## src/rtl/imf_pkg.sv

```systemverilog
package imf_pkg;
    localparam int HART_W    = 14;
    localparam int GUEST_W   = 6;
    localparam int EIID_W    = 11;
    localparam int HART_LSB  = 18;
    localparam int GUEST_LSB = 12;
    localparam logic [31:0] GUEST_MASK = ((32'd1 << GUEST_W) - 32'd1) << GUEST_LSB;

    typedef enum logic [1:0] {ST_IDLE, ST_GEN, ST_SCAN, ST_CHECK} imf_state_e;

    typedef struct packed {
        logic [HART_W-1:0]  hart;
        logic [GUEST_W-1:0] guest;
        logic [EIID_W-1:0]  eiid;
    } imf_msg_t;

    function automatic imf_msg_t tgt_to_msg(input logic [31:0] t);
        imf_msg_t m;
        m.hart  = t[HART_LSB +: HART_W];
        m.guest = t[GUEST_LSB +: GUEST_W];
        m.eiid  = t[EIID_W-1:0];
        return m;
    endfunction
endpackage

```

## src/rtl/imf_req_track.sv

```systemverilog
module imf_req_track
    import imf_pkg::*;
#(
    parameter int NSRC = 8,
    parameter int IDXW = $clog2(NSRC)
) (
    input  logic            clk,
    input  logic            rst_n,
    input  logic            wr_done,
    input  logic            evt_valid,
    input  logic [IDXW-1:0] evt_idx,
    input  logic            gen_we,
    input  logic [31:0]     gen_wdata,
    input  logic            take_scan,
    input  logic            take_evt,
    input  logic            take_gen,
    output logic            scan_req,
    output logic            evt_any,
    output logic [IDXW-1:0] evt_pick,
    output logic            gen_req,
    output logic [31:0]     gen_q
);
    logic [NSRC-1:0] evt_map;
    logic [NSRC-1:0] set_mask;
    logic [NSRC-1:0] pick_mask;

    always_comb begin
        set_mask = '0;
        if (evt_valid && evt_idx != '0 && 32'(evt_idx) < NSRC)
            set_mask[evt_idx] = 1'b1;
    end

    always_comb begin
        evt_pick = '0;
        for (int k = NSRC - 1; k >= 1; k--)
            if (evt_map[k]) evt_pick = IDXW'(k);
    end

    assign evt_any   = |evt_map;
    assign pick_mask = take_evt ? (NSRC'(1) << evt_pick) : '0;

    always_ff @(posedge clk) begin
        if (!rst_n) begin
            evt_map  <= '0;
            scan_req <= 1'b0;
            gen_req  <= 1'b0;
            gen_q    <= '0;
        end else begin
            evt_map  <= (evt_map & ~pick_mask) | set_mask;
            scan_req <= (scan_req && !take_scan) || wr_done || gen_we;
            gen_req  <= (gen_req && !take_gen) || gen_we;
            if (gen_we) gen_q <= gen_wdata & ~GUEST_MASK;
        end
    end
endmodule

```

## src/rtl/imf_ctrl.sv

```systemverilog
module imf_ctrl
    import imf_pkg::*;
#(
    parameter int NSRC = 8,
    parameter int IDXW = $clog2(NSRC)
) (
    input  logic            clk,
    input  logic            rst_n,
    input  logic            dom_ie,
    input  logic [NSRC-1:0] src_en,
    input  logic [NSRC-1:0] src_pend,
    input  logic            scan_req,
    input  logic            evt_any,
    input  logic [IDXW-1:0] evt_pick,
    input  logic            gen_req,
    input  logic            slot_free,
    output logic            take_scan,
    output logic            take_evt,
    output logic            take_gen,
    output logic            issue_src,
    output logic            load_gen,
    output logic [IDXW-1:0] cur_idx
);
    localparam logic [IDXW-1:0] LAST_IDX = IDXW'(NSRC - 1);

    imf_state_e      state, state_n;
    logic [IDXW-1:0] idx_n;
    logic            hit;

    assign hit = dom_ie && src_en[cur_idx] && src_pend[cur_idx];

    always_ff @(posedge clk) begin
        if (!rst_n) begin
            state   <= ST_IDLE;
            cur_idx <= '0;
        end else begin
            state   <= state_n;
            cur_idx <= idx_n;
        end
    end

    always_comb begin
        state_n   = state;
        idx_n     = cur_idx;
        take_scan = 1'b0;
        take_evt  = 1'b0;
        take_gen  = 1'b0;
        issue_src = 1'b0;
        load_gen  = 1'b0;
        unique case (state)
            ST_IDLE: begin
                if (gen_req) begin
                    state_n = ST_GEN;
                end else if (scan_req) begin
                    take_scan = 1'b1;
                    idx_n     = IDXW'(1);
                    state_n   = ST_SCAN;
                end else if (evt_any) begin
                    take_evt = 1'b1;
                    idx_n    = evt_pick;
                    state_n  = ST_CHECK;
                end
            end
            ST_GEN: begin
                if (slot_free) begin
                    load_gen = 1'b1;
                    take_gen = 1'b1;
                    state_n  = ST_IDLE;
                end
            end
            ST_SCAN: begin
                if (!(hit && !slot_free)) begin
                    issue_src = hit;
                    if (cur_idx == LAST_IDX) state_n = ST_IDLE;
                    else                     idx_n   = cur_idx + IDXW'(1);
                end
            end
            ST_CHECK: begin
                if (!(hit && !slot_free)) begin
                    issue_src = hit;
                    state_n   = ST_IDLE;
                end
            end
            default: state_n = ST_IDLE;
        endcase
    end
endmodule

```

## src/rtl/imf_msg_reg.sv

```systemverilog
module imf_msg_reg
    import imf_pkg::*;
(
    input  logic     clk,
    input  logic     rst_n,
    input  logic     issue_src,
    input  logic     load_gen,
    input  imf_msg_t src_msg,
    input  imf_msg_t gen_msg,
    input  logic     msg_ready,
    output logic     msg_valid,
    output imf_msg_t msg_q
);
    always_ff @(posedge clk) begin
        if (!rst_n) begin
            msg_valid <= 1'b0;
            msg_q     <= '0;
        end else if (load_gen || issue_src) begin
            msg_valid <= 1'b1;
            msg_q     <= load_gen ? gen_msg : src_msg;
        end else if (msg_ready) begin
            msg_valid <= 1'b0;
        end
    end
endmodule

```

## src/rtl/irq_msg_fwd.sv

```systemverilog
module irq_msg_fwd
    import imf_pkg::*;
#(
    parameter int NSRC = 8,
    parameter int IDXW = $clog2(NSRC)
) (
    input  logic               clk,
    input  logic               rst_n,
    input  logic               dom_ie,
    input  logic [NSRC-1:0]    src_en,
    input  logic [NSRC-1:0]    src_pend,
    input  logic [NSRC*32-1:0] src_tgt,
    input  logic               wr_done,
    input  logic               evt_valid,
    input  logic [IDXW-1:0]    evt_idx,
    input  logic               gen_we,
    input  logic [31:0]        gen_wdata,
    output logic [31:0]        gen_q,
    output logic               clr_valid,
    output logic [IDXW-1:0]    clr_idx,
    output logic               msg_valid,
    input  logic               msg_ready,
    output logic [HART_W-1:0]  msg_hart,
    output logic [GUEST_W-1:0] msg_guest,
    output logic [EIID_W-1:0]  msg_eiid
);
    logic            scan_req, evt_any, gen_req;
    logic [IDXW-1:0] evt_pick, cur_idx;
    logic            take_scan, take_evt, take_gen;
    logic            issue_src, load_gen, slot_free;
    imf_msg_t        src_msg, gen_msg, msg_q;

    assign slot_free = !msg_valid || msg_ready;
    assign src_msg   = tgt_to_msg(src_tgt[cur_idx*32 +: 32]);
    always_comb begin
        gen_msg       = tgt_to_msg(gen_q);
        gen_msg.guest = '0;
    end

    imf_req_track #(.NSRC(NSRC), .IDXW(IDXW)) u_req (
        .clk(clk), .rst_n(rst_n), .wr_done(wr_done),
        .evt_valid(evt_valid), .evt_idx(evt_idx),
        .gen_we(gen_we), .gen_wdata(gen_wdata),
        .take_scan(take_scan), .take_evt(take_evt), .take_gen(take_gen),
        .scan_req(scan_req), .evt_any(evt_any), .evt_pick(evt_pick),
        .gen_req(gen_req), .gen_q(gen_q)
    );

    imf_ctrl #(.NSRC(NSRC), .IDXW(IDXW)) u_ctrl (
        .clk(clk), .rst_n(rst_n), .dom_ie(dom_ie),
        .src_en(src_en), .src_pend(src_pend),
        .scan_req(scan_req), .evt_any(evt_any), .evt_pick(evt_pick),
        .gen_req(gen_req), .slot_free(slot_free),
        .take_scan(take_scan), .take_evt(take_evt), .take_gen(take_gen),
        .issue_src(issue_src), .load_gen(load_gen), .cur_idx(cur_idx)
    );

    imf_msg_reg u_msg (
        .clk(clk), .rst_n(rst_n), .issue_src(issue_src), .load_gen(load_gen),
        .src_msg(src_msg), .gen_msg(gen_msg), .msg_ready(msg_ready),
        .msg_valid(msg_valid), .msg_q(msg_q)
    );

    assign clr_valid = issue_src;
    assign clr_idx   = cur_idx;
    assign msg_hart  = msg_q.hart;
    assign msg_guest = msg_q.guest;
    assign msg_eiid  = msg_q.eiid;
endmodule

```

## config.mk

```make
export PLATFORM = sky130hd
export DESIGN_NAME = irq_msg_fwd
export DESIGN_NICKNAME = d
export VERILOG_FILES = /design/src/rtl/imf_pkg.sv /design/src/rtl/imf_req_track.sv /design/src/rtl/imf_ctrl.sv /design/src/rtl/imf_msg_reg.sv /design/src/rtl/irq_msg_fwd.sv
export SDC_FILE = /design/constraint.sdc
export NUM_CORES = 1
export LEC_CHECK = 0
export BUFFER_PORTS_ARGS = -buffer_cell sky130_fd_sc_hd__clkbuf_2
export CAP_MARGIN = 20
export CORE_AREA = 2 2 149 151
export CTS_CLUSTER_DIAMETER = 30
export DETAILED_ROUTE_END_ITERATION = 6
export DIE_AREA = 0 0 151 153
export SLEW_MARGIN = 25
export SYNTH_ARGS = -nofsm -noshare
export SYNTH_HDL_FRONTEND = slang
export SYNTH_HIERARCHICAL = 1
export SYNTH_SLANG_ARGS = --single-unit
```

## constraint.sdc

```tcl
create_clock -name clk -period 7.53 [get_ports clk]
set_input_delay 1.1295 -clock clk [delete_from_list [all_inputs] [get_ports clk]]
set_output_delay 1.1295 -clock clk [all_outputs]
set_load 0.02 [all_outputs]
```

Yosys cells after proc, flatten, opt, wreduce, memory -nomap -nowiden
Index checks and enable logic that the tools add are counted.
- register bits: 73
- output and inout bits: 68
- equality and inequality tests: 12
- add/sub/neg operators: 1
- bitwise gates (word level): 3
- shift operators: 2
- muxes and demuxes: 43
- reductions and logical operators: 24
- order comparisons: 3
- operators with widths (operator ; number):
    $shiftx 256x9->32 ; 1
    $mux 3 ; 12
    $mux 31 ; 1
    $mux 1 ; 16
    $mux 8 ; 2
    $mux 2 ; 7
    $reduce_and 5->1 ; 2
    $and 8x8->8 ; 1
    $lt 3x4->1 const B ; 2
    $ne 2x2->1 const B ; 4
    $not 8->8 ; 1
    $or 8x8->8 ; 1
    $pmux 2 s4 ; 1
    $reduce_or 8->1 ; 1
    $shl 1x3->8 const A ; 1
    $logic_and 1x1->1 ; 7
    $bmux 1 s3 ; 2
    $pmux 3 s2 ; 1
    $logic_or 1x1->1 ; 5
    $eq 2x2->1 const B ; 2
    $logic_not 1->1 ; 4
    $ne 2x1->1 const B ; 2
    $ne 4x4->1 const B ; 1
    $reduce_bool 2->1 ; 2
    9 further kinds ; 9

Depth between registers and ports, before layout
Gate-level depths: netlist (run 1).
- depth in word-level cells: 12
- gate-level depth with buffers: 9
- mapped depth without buffers: 7

Hierarchy
The synthesis (run 1) kept the hierarchy.
- by module, submodules not included (module ; times used ; area each (µm²) ; cells an instance):
    irq_msg_fwd ; 1 ; 2104.5 ; 112
    imf_msg_reg ; 1 ; 1747.9 ; 140
    imf_req_track ; 1 ; 1520.2 ; 147
    imf_ctrl ; 1 ; 490.5 ; 64

Worst setup path before layout (run 1)
No wires, ideal clock.
- path type: input to output
- start point: input src_pend[3]
- end point: output clr_valid
- setup slack: 3.822 ns
- stages on the path: 5
- data arrival time: 2.578 ns
- path through: nand2_1 > mux4_1 > mux2_2 > or2_2 > nor2_1
- longest elaborated chain between the ends: 6
- RTL lines (item ; RTL line ; RTL):
    from (decl) ; irq_msg_fwd.sv:11 ; input logic [NSRC-1:0] src_pend,
    $bmux 1 s3 (*) ; imf_ctrl.sv:30 ; assign hit = dom_ie && src_en[cur_idx] && src_pend[cur_idx];
    $mux 1 (implied by the code) (*) ; imf_ctrl.sv:30 ;
    $logic_and 1x1->1 (*) ; imf_ctrl.sv:30 ;
    $logic_and 1x1->1 ; imf_ctrl.sv:72, imf_ctrl.sv:79 ;
    $mux 1 (*) ; imf_ctrl.sv:72, imf_ctrl.sv:79 ;
    $mux 1 (*) ; -- ;
    to (decl) ; irq_msg_fwd.sv:19 ; output logic clr_valid,
Mark *: on every way between the ends. The rest lies on a longest branch, timed or not. The select of a mux whose other input is x is not followed.

Worst setup path after layout (run 1)
- start point: register u_ctrl.cur_idx[0]
- end point: output clr_valid
- longest elaborated chain between the ends: 7
- elaborated cells on any way between the ends: 9
- classes of those cells: mux (6); reduce/logical (3)
- RTL lines (item ; RTL line ; RTL):
    from (decl) ; imf_ctrl.sv:22 ; output logic [IDXW-1:0] cur_idx
    from (signal assigned) ; imf_ctrl.sv:38 ; cur_idx <= idx_n;
    $bmux 1 s3 ; imf_ctrl.sv:30 ;
    $mux 1 (implied by the code) ; imf_ctrl.sv:30 ;
    $logic_and 1x1->1 ; imf_ctrl.sv:30 ;
    $logic_and 1x1->1 (*) ; imf_ctrl.sv:30 ;
    $logic_and 1x1->1 ; imf_ctrl.sv:72, imf_ctrl.sv:79 ;
    $mux 1 (*) ; imf_ctrl.sv:72, imf_ctrl.sv:79 ;
    $mux 1 (*) ; -- ;
Marked as above.

==> results of run 1 <==
[worst max path at each step]
stage          cells after the start   endpoint         startpoint
3_5_place_dp                       6  clr_valid  u_ctrl/cur_idx[0]
5_1_grt                            6  clr_valid  u_ctrl/cur_idx[0]
2_1_floorplan                      5  clr_valid        src_pend[3]
3_3_place_gp                       6  clr_valid  u_ctrl/cur_idx[0]
4_1_cts                            6  clr_valid  u_ctrl/cur_idx[0]
6_report                           6  clr_valid  u_ctrl/cur_idx[0]
[state kept, by name, indices dropped and copies added (netlist names)]
name	cells
u_ctrl/cur_idx	3
u_req/gen_q	26
u_req/gen_req	1
u_req/scan_req	1
u_msg/msg_valid	1
u_req/evt_map	8
u_ctrl/state	2
u_msg/msg_q	31
[worst min-delay path: cells and delay by family (launching register included)]
family / cells / cell delay (ns)
AND/OR/NAND/NOR: 1 / 0.05
AO/OA/AOI/OAI: 1 / 0.03
flip-flops: 1 / 0.31
[cells in the final DEF, fill, tap and decap left out, types with 5 or more instances in the layout]
cell       synthesis  layout
nor2_1             9       8
dfxtp_1           73      70
nand2b_1          20      20
clkbuf_2           0     361
clkbuf_16          0       9
conb_1             2      12
mux2_4            29      29
buf_4              9       6
inv_1              7       7
mux2_2            34      34
nor2b_1           33      33
o21ai_0            7       7
mux4_1            64      64
o211a_1           31      31
nand2_1           18      18
mux2i_1           28      28
or2b_1            16      16
a21oi_1            5       5
[cell families after synthesis]
group,synth area share (%)
AOI/OAI and AO/OA,8.60
adders and majority gates,0.427
buffers and inverters,6.08
DFF,24.9
muxes,47.4
other,0.128
and+or+nand+nor,12.4
[per-stage QoR]
step	instance area, sq um	hold slack, ns	std cells	utilization (%)
after floorplan	5900	0.407	473	-
after CTS	8070	0.428	1090	37.6
after detailed placement	7790	0.418	1074	36.2
after global placement	7790	0.414	1074	36.2
after global routing	8070	0.465	1090	37.6
final	8070	0.427	1090	37.6
[power groups by stage]
stage	clock (mW)	combinational [mW]	sequential (mW)
3_3_place_gp	0	0.541	0.484
2_1_floorplan	0	0.369	0.501
6_report	0.424	0.540	0.477
3_5_place_dp	0	0.546	0.487
4_1_cts	0.446	0.550	0.478
5_1_grt	0.460	0.583	0.484
[layer usage]
metal  track usage (%)  vias up
li1                  -     2505
met1              17.5     2383
met2              28.9      221
met3              2.48       16
met4              5.65        0
met5                 0        -
[layout make-up]
class / instances / share of cell area [%]
Inverter: 7 / 0.325
Tap cell: 280 / 4.34
Multi-Input combinational cell: 347 / 50.7
Timing Repair Buffer: 367 / 22.9
Sequential cell: 73 / 18.2
Clock inverter: 6 / 0.589
Clock buffer: 10 / 2.96
==> reports/results.txt, run 1 <==
Hold Startpoint: u_req/evt_map[0]
Top cells by count, synth: 73 x dfxtp_1, 64 x mux4_1, 34 x mux2_2
Post-route minimum period: 4.31 ns
Register area share after synthesis: 24.9%
Largest delay contributor family on the critical path: multiplexers
Via density per instance: 4.70
Prevailing post-synth register cell: dfxtp_1
Die Area: 0.0231 sq mm
Worst Max-Slew Pin Slew: 0.927 ns
# port buffers: 361
Overflow after GRT: 0
Setup-failing EPs final: 0
LEAKAGE: 4.09 nW
CP Buf/Inv Count: 2
Total number of vias: 5125
Initial drt markers: 222
Worst EP required: 6.40 ns
Skew-Pair Late Insertion Delay: 0.35 ns
Sequential fraction of design power: 33.1%
Synth top area cells: mux4_1 29%, dfxtp_1 25%, mux2_4 7.4%
Async set or reset register ratio after synthesis: 0%
Top layer reached by signal wires: met4
Crit path capture type: output port
Met2 routed WL: 9500 microns
Max-cap violations: 0
Switching share of power: 32.2%
Most frequent cell after synthesis: dfxtp_1
Final worst-path cycle share: 57.2%
Final setup margin: 3.22 ns
Slew headroom: 38.2%
Drt drc: 0
Metal-1 WL: 7510 microns
CTS Sinks: 73
RSZ-0062 raised after global routing: no
Clock power frac: 29.4%
Clock skew: 0.00747 ns
CP Cell Sequence: buf_4, mux4_1, mux2_2, or2_2, nor2_4, clkbuf_2
Ant diodes: 0
Clock Path Buffers: 2
Wirelength, routed: 18500 microns
First-pass GRT wire length: 27300 microns
YS warnings: 6
Reg2reg end: u_msg/msg_q[28]
Gate count after technology mapping: 463
Reg2Reg Setup Slack: 3.61 ns
Fraction of layout cells with a size suffix above 1: 56.4%
Synth-to-Final Area Change: 37.7%
Die W: 151 microns
GPL Wtd Cong: 0.768
Final Net Count: 1121
Setup WS pre-CTS: 3.57 ns
Initial core utilization: 27.3%
Ports: 382
CP Class: register to output port
Hold path depth: 2
Synth Cell Area: 0.00586 sq mm
Reg2Reg Depth: 8
Post-synth top area share: 28.7%
Fmax: 232 MHz
Core Rows: 54
P per Cell Area: 178 mW/mm^2
FF-to-FF Start: u_ctrl/cur_idx[0]
Vias in the first global route: 5141
FILL cells: 2180
Pwr Total: 1.44 mW
Total CTS buffers: 9
Setup crit start kind: register
ANT nets after route: 0
Global Route Usage Sum: 15.5%
WL met3: 1190 microns
CTS Root Cell: clkbuf_16
Critical Path AT: 3.18 ns
Max VDD drop: 0.0914 mV
Initial antenna violation count: 0
Die Ht: 153 microns
CTS tree: done
Comb power frac: 37.5%
Max Slew Vio Count: 0
Core ar.: 0.0215 sq mm
Setup Buffers After CTS: 0
HP Class: register to register
Synth cell types: 52
Routed wire per std cell: 17.0 microns
Detail Placement HPWL: 14500 microns
Htree depth: 3
Crit-path slowest cell: mux4_1
Worst-path clk slew: 0.06 ns
Critical path peak fanout: 45
Post-CTS sizing: 0
Setup tns final: 0 ns
Fin. Hold Viols: 0
Hold-fix buffers, CTS: 0
First-pass DRT Iterations: 4
Seq. cell area: 0.00147 sq mm
Psw: 0.464 mW
Post-synth EDFFs: 0
Status: complete, no violations
Syn_area_per_cell: 12.7 sq um
Max incr delay on CP: 0.64 ns
FF+latch count, synth: 73
Synth area leader: mux4_1
Int Power: 0.977 mW
Largest net degree at the start of global routing: 46
Multi-input logic area: 0.00409 sq mm
Hold-critical path endpoint: u_req/evt_map[0]
(Power assumes the default switching activity.)
==> inputs of run 2 (changes only) <==
--- a/config.mk
+++ b/config.mk
@@ -5,12 +5,13 @@
 export SDC_FILE = /design/constraint.sdc
 export NUM_CORES = 1
 export LEC_CHECK = 0
+export ABC_AREA = 1
 export BUFFER_PORTS_ARGS = -buffer_cell sky130_fd_sc_hd__clkbuf_2
 export CAP_MARGIN = 20
-export CORE_AREA = 2 2 149 151
+export CORE_AREA = 2 2 150 152
 export CTS_CLUSTER_DIAMETER = 30
 export DETAILED_ROUTE_END_ITERATION = 6
-export DIE_AREA = 0 0 151 153
+export DIE_AREA = 0 0 152 154
 export SLEW_MARGIN = 25
 export SYNTH_ARGS = -nofsm -noshare
 export SYNTH_HDL_FRONTEND = slang
==> constraint.sdc (replaced) <==
create_clock -name clk -period 4.1 [get_ports clk]
set_input_delay 0.615 -clock clk [delete_from_list [all_inputs] [get_ports clk]]
set_output_delay 0.615 -clock clk [all_outputs]
set_load 0.02 [all_outputs]
==> reports/results.txt, run 2 <==
Skew-Pair Late Insertion Delay: 0.33 ns (-0.02 ns)
Detail Placement HPWL: 20400 microns (+41%)
Critical Path Start: u_ctrl/cur_idx[0]
Status: complete, no violations
Htree depth: 3 (unchanged)
Register area share after synthesis: 21.1% (-3.8 points)
Worst-path clk slew: 0.06 ns (about the same)
Crit path capture type: output port
Die Ht: 154 microns (+0.65%)
Synth top area cells: nand2_1 28%, dfxtp_1 21%, inv_1 16%
Async set or reset register ratio after synthesis: 0% (unchanged)
Max VDD drop: 0.353 mV (+290%)
Total number of vias: 8660 (+69%)
Max Slew Vio Count: 0 (unchanged)
Core Rows: 54 (unchanged)
Final setup margin: 1.26 ns (-1.96 ns)
Most used cell, CP: buf_4
First-pass GRT wire length: 41200 microns (+51%)
CTS Sinks: 73 (unchanged)
Largest register FFs: 31 (unchanged)
Synth area leader: nand2_1
Core ar.: 0.0217 sq mm (+0.94%)
Setup WS pre-CTS: 1.33 ns (-2.24 ns)
Slew headroom: 34.9% (-3.3 points)
Global Route Usage Sum: 21.6% (+6.1 points)
Area after DPL: 0.00874 sq mm (+12%)
Post-Layout Cell Count: 1945 (+78%)
CP Class: register to output port
Setup Buffers After CTS: 0 (unchanged)
Synth Cell Area: 0.00692 sq mm (+18%)
Most frequent cells in the layout: 514 x nand2_1, 361 x clkbuf_2, 301 x inv_1
Top cells by count, synth: 514 x nand2_1, 302 x inv_1, 202 x nand3_1
CP Buf/Inv Count: 3 (+1)
Critical Path AT: 2.23 ns (-0.95 ns)
Reg2Reg Setup Slack: 1.44 ns (-2.17 ns)
Routed wire per std cell: 13.5 microns (-20%)
Die Area: 0.0234 sq mm (+1.3%)
Synth-to-Final Area Change: 30.5%
Met3 GRT Util: 3.35% (+0.88 points)
Fraction of layout cells with a size suffix above 1: 25.8% (-31 points)
Via density per instance: 4.45 (-5.3%)
GR Layer Usage met2: 36.0% (+7.1 points)
Overflow after GRT: 0 (unchanged)
Prevailing post-synth register cell: dfxtp_1
Gate count after technology mapping: 1346 (+190%)
ANT nets after route: 0 (unchanged)
Met1 layer usage reported by global route: 29.5% (+12 points)
Initial drt markers: 549 (+150%)
Syn_area_per_cell: 5.14 sq um (-59%)
CP Cell Sequence: buf_4, buf_4, clkbuf_2
Initial core utilization: 31.9% (+4.6 points)
FF-to-FF Start: u_ctrl/cur_idx[0]
Wirelength, routed: 26300 microns (+42%)
Clock Path Buffers: 2 (unchanged)
Post-synth top area share: 27.9% (-0.81 points)
Worst EP required: 3.48 ns (-2.92 ns)
P per Cell Area: 531 mW/mm^2 (+200%)
Clock skew: 0.00507 ns (-0.00240 ns)
Initial antenna violation count: 0 (unchanged)
Hold-fix buffers, CTS: 0 (unchanged)
Final Net Count: 1976 (+76%)
Vias in the first global route: 7994 (+55%)
Max-cap violations: 0 (unchanged)
Setup tns final: 0 ns (unchanged)
Max incr delay on CP: 0.65 ns (about the same)
Ports: 382 (unchanged)
First-pass DRT Iterations: 5 (+1)
RSZ-0062 raised after global routing: no
HP Class: register to register
CTS Root Cell: clkbuf_16
Post-route minimum period: 2.84 ns
Largest register by flop count: u_msg/msg_q
Worst Max-Slew Pin Slew: 0.970 ns (+0.0429 ns)
Setup-failing EPs final: 0 (unchanged)
Fin. Hold Viols: 0 (unchanged)
Fmax: 352 MHz
Grt peak-use layer: met2
Drt drc: 0 (unchanged)
Post-CTS sizing: 0 (unchanged)
LEAKAGE: 6.05 nW (+48%)
Total CTS buffers: 9 (unchanged)
Largest delay contributor family on the critical path: buffers and inverters
Critical path peak fanout: 65 (+44%)
Synth cell types: 31 (-40%)
Design Area, Final: 0.00903 sq mm (+12%)
Post-synth EDFFs: 0 (unchanged)
Largest net degree at the start of global routing: 66 (+43%)
Most frequent cell after synthesis: nand2_1
Setup crit start kind: register
Crit-path slowest cell: buf_4
YS warnings: 6 (unchanged)
Largest regs: u_msg/msg_q (31), u_req/gen_q (26), u_req/evt_map (8)
FF+latch count, synth: 73 (unchanged)
Commonest non-fill, non-tap cell in the layout: nand2_1
CTS tree: done
GPL Wtd Cong: 0.867 (+13%)
Ant diodes: 0 (unchanged)
Placed Cells: 1929 (+80%)
Final worst-path cycle share: 69.3%
Hold Startpoint: u_req/evt_map[0]
# port buffers: 361 (unchanged)
Die W: 152 microns (+0.66%)
[run 2: cell types whose count changed after synthesis, moves of 24 or more]
| cell | before | now |
|---|---|---|
| nor2b_1 | 33 | 0 |
| mux2i_1 | 28 | 0 |
| buf_2 | 6 | 36 |
| nand2_1 | 18 | 514 |
| o21ai_0 | 7 | 31 |
| nand3_1 | 0 | 202 |
| mux2_4 | 29 | 0 |
| mux2_2 | 34 | 0 |
| inv_1 | 7 | 302 |
| nor2_1 | 9 | 68 |
| mux4_1 | 64 | 0 |
| o211a_1 | 31 | 0 |
[run 2: stage by stage]
stage / power [mW] / hold slack (ns) / util, %
2_1_floorplan: 3.26 / 0.415 / -
3_3_place_gp: 4.03 / 0.425 / 40.3
4_1_cts: 4.85 / 0.451 / 41.7
5_1_grt: 5.27 / 0.463 / 41.7
3_5_place_dp: 4.04 / 0.443 / 40.3
6_report: 4.79 / 0.456 / 41.7
[run 2: worst register-to-register path, cell delays in order (launching register included)]
cell and delay (ns):
dfxtp_4 0.40, buf_4 0.55, buf_4 0.65, ha_1 0.27, ha_1 0.17, o21ai_0 0.11
nor2_2 0.16, nand3_1 0.09, nor2_1 0.12, nor2_2 0.04
[run 2: worst paths after layout]
check                           cells past startpoint               end
worst min-delay path                                2  u_req/evt_map[0]
worst min register to register                      2  u_req/evt_map[0]
worst max-delay path                                3        clr_idx[0]
worst max register to register                      9   u_ctrl/state[0]
[run 2: metal layers]
layer	wire, microns	vias to the layer above
li1	-	4575
met1	12300	3777
met2	12000	277
met3	1480	31
met4	443	0
met5	0	-
[run 2: cell families (layout without fill, tap and decap cells)]
group | count (synthesis) | in the layout | synth area share (%)
and+or+nand+nor | 828 | 828 | 50.8
buffers and inverters | 389 | 698 | 23.7
DFF | 73 | 73 | 21.1
AOI/OAI and AO/OA | 52 | 52 | 3.90
adders and majority gates | 2 | 2 | 0.361
other | 2 | 12 | 0.108
[run 2: final cells by class]
| type | count | area [sq um] |
|---|---|---|
| Fill cell | 2527 | 12700 |
| Multi-Input combinational cell | 894 | 3870 |
| Timing Repair Buffer | 370 | 1870 |
| Sequential cell | 73 | 1470 |
| Inverter | 312 | 1180 |
| Tap cell | 280 | 350 |
| Clock buffer | 10 | 229 |
| Clock inverter | 6 | 67.6 |
[run 2: where the power goes]
group          internal [mW]  leakage, nW  switching (mW)
registers              0.831        0.601          0.0992
clock network          0.473        0.139           0.314
logic                  0.944         5.31            2.13
total                   2.25         6.05            2.54
==> inputs of run 3 (changes only) <==
--- a/config.mk
+++ b/config.mk
@@ -5,7 +5,7 @@
 export SDC_FILE = /design/constraint.sdc
 export NUM_CORES = 1
 export LEC_CHECK = 0
-export ABC_AREA = 1
+export ABC_AREA = 0
 export BUFFER_PORTS_ARGS = -buffer_cell sky130_fd_sc_hd__clkbuf_2
 export CAP_MARGIN = 20
 export CORE_AREA = 2 2 150 152
==> constraint.sdc (replaced) <==
create_clock -name clk -period 2.6 [get_ports clk]
set_input_delay 0.39 -clock clk [delete_from_list [all_inputs] [get_ports clk]]
set_output_delay 0.39 -clock clk [all_outputs]
set_load 0.02 [all_outputs]
==> reports/results.txt, run 3 (synthesized netlist as in run 1, its figures left out) <==
Core Rows: 54 (unchanged)
Die Ht: 154 microns (unchanged)
Critical Path Start: u_ctrl/cur_idx[0]
CP Class: register to output port
Max-cap violations: 0 (unchanged)
Final worst-path cycle share: 97.0%
Worst EP required: 2.21 ns (-1.27 ns)
RSZ-0062 raised after global routing: yes
CTS Sinks: 73 (unchanged)
# port buffers: 361 (unchanged)
Setup WS pre-CTS: 0.0193 ns (-1.31 ns)
ANT nets after route: 0 (unchanged)
Fin util: 38.3% (-3.4 points)
Commonest non-fill, non-tap cell in the layout: clkbuf_2
Setup tns final: 0 ns (unchanged)
Ant diodes: 0 (unchanged)
Die Area: 0.0234 sq mm (unchanged)
Sequential fraction of design power: 30.1% (+11 points)
Slew headroom: 54.8% (+20 points)
Clock skew: 0.00845 ns (+0.00338 ns)
Detail Placement HPWL: 14900 microns (-27%)
Reg2reg end: u_msg/msg_q[29]
CTS tree: done
Initial antenna violation count: 0 (unchanged)
Core ar.: 0.0217 sq mm (unchanged)
Clock Path Buffers: 2 (unchanged)
Ports: 382 (unchanged)
Most frequent cells in the layout: 360 x clkbuf_2, 70 x dfxtp_1, 62 x mux4_1
First-pass DRT Iterations: 4 (-1)
LEAKAGE: 4.21 nW (-30%)
Multi-input logic area: 0.00409 sq mm (+5.7%)
Reg2Reg Setup Slack: 0.11 ns (-1.33 ns)
Largest regs: u_msg/msg_q (31), u_req/gen_q (26), u_req/evt_map (8)
Status: complete, no violations
Post-route minimum period: 2.52 ns
Setup-failing EPs final: 0 (unchanged)
Hold Startpoint: wr_done
Via density per instance: 4.77 (+7.1%)
Clock power frac: 31.1% (+15 points)
Area after DPL: 0.00791 sq mm (-9.5%)
Die W: 152 microns (unchanged)
Critical Path AT: 2.13 ns (-0.10 ns)
Synth-to-Final Area Change: 41.6%
Comb power frac: 38.7% (-26 points)
Initial drt markers: 229 (-58%)
Reg2Reg Depth: 8 (-1)
Wirelength, routed: 19100 microns (-27%)
Switching share of power: 30.4% (-23 points)
Total number of vias: 5267 (-39%)
Max VDD drop: 0.290 mV (-18%)
Drt drc: 0 (unchanged)
P per Cell Area: 527 mW/mm^2 (-0.57%)
Skew-Pair Late Insertion Delay: 0.35 ns (+0.02 ns)
Largest net degree at the start of global routing: 48 (-27%)
First-pass GRT wire length: 28700 microns (-30%)
Routed wire per std cell: 17.2 microns (+28%)
Fin. Hold Viols: 0 (unchanged)
FILL cells: 2172 (-14%)
Crit path capture type: output port
Setup crit start kind: register
Int Power: 3.05 mW (+36%)
Worst Max-Slew Pin Slew: 0.677 ns (-0.293 ns)
FF-to-FF Start: u_ctrl/cur_idx[0]
Vias in the first global route: 5246 (-34%)
Final Net Count: 1136 (-43%)
Initial core utilization: 27.0% (-4.9 points)
Seq. cell area: 0.00147 sq mm (unchanged)
Critical path peak fanout: 4 (-94%)
Max Slew Vio Count: 0 (unchanged)
Design Area, Final: 0.00830 sq mm (-8.1%)
Largest register FFs: 31 (unchanged)
Worst-path clk slew: 0.06 ns (about the same)
Global Route Usage Sum: 15.7% (-5.8 points)
Largest register by flop count: u_msg/msg_q
HP Class: input pin to register
CTS Root Cell: clkbuf_16
Fmax: 397 MHz
Total CTS buffers: 9 (unchanged)
Psw: 1.33 mW (-48%)
Setup crit end: clr_valid
Final setup margin: 0.0788 ns (-1.18 ns)
Fraction of layout cells with a size suffix above 1: 57.3% (+32 points)
Hold-fix buffers, CTS: 0 (unchanged)
Htree depth: 3 (unchanged)
Overflow after GRT: 0 (unchanged)
GPL Wtd Cong: 0.797 (-8.0%)
run 3: critical path: stages, from the launching register on:
cell     delay (ns)
dfxtp_4        0.37
mux4_2         0.49
mux2_4         0.29
or2_4          0.28
nor2_4         0.13
buf_12         0.12
buf_8          0.10
run 3: power groups by stage:
stage / sequential (mW) / clock [mW] / combinational (mW)
3_3_place_gp: 1.35 / 0 / 1.67
2_1_floorplan: 1.45 / 0 / 1.07
3_5_place_dp: 1.35 / 0 / 1.69
5_1_grt: 1.34 / 1.47 / 1.83
6_report: 1.32 / 1.36 / 1.70
4_1_cts: 1.32 / 1.42 / 1.73
run 3: worst min-delay path by stage:
stage	to	slack (ns)	cells after the start
after floorplan	u_req/evt_map[0]	0.41	2
after global placement	u_req/evt_map[0]	0.41	2
after detailed placement	u_req/evt_map[0]	0.42	2
after CTS	u_req/scan_req	0.27	2
after global routing	u_req/scan_req	0.28	2
final	u_req/scan_req	0.27	2
run 3: repair_timing:
| item | in CTS | in global routing |
|---|---|---|
| resized for setup | 6 | 2 |
| pin swaps | 1 | 2 |
| setup buffers | 5 | 0 |
| setup endpoints to repair | 1 | 9 |
| cloned | 1 | 0 |
run 3: layer usage:
metal,GRT usage (%),share of wire [%],up-vias
li1,-,-,2536
met1,18.0,40,2481
met2,28.8,52,231
met3,3.49,6.4,19
met4,5.61,1.8,0
met5,0,0,-
run 3: layout make-up:
cell class	instances	share of cell area [%]
inverter	7	0.317
clock buffer	10	2.76
sequential	73	17.7
clock inverter	6	1.09
timing repair buffer	382	24.7
tap	280	4.22
multi-input combinational	347	49.3
run 3: through the flow:
| stage | hold slack [ns] | power [mW] | instances |
|---|---|---|---|
| finish | 0.274 | 4.38 | 1105 |
| floorplan | 0.407 | 2.52 | 473 |
| CTS | 0.270 | 4.47 | 1105 |
| detailed placement | 0.417 | 3.04 | 1083 |
| global route | 0.284 | 4.64 | 1105 |
| global placement | 0.413 | 3.02 | 1083 |
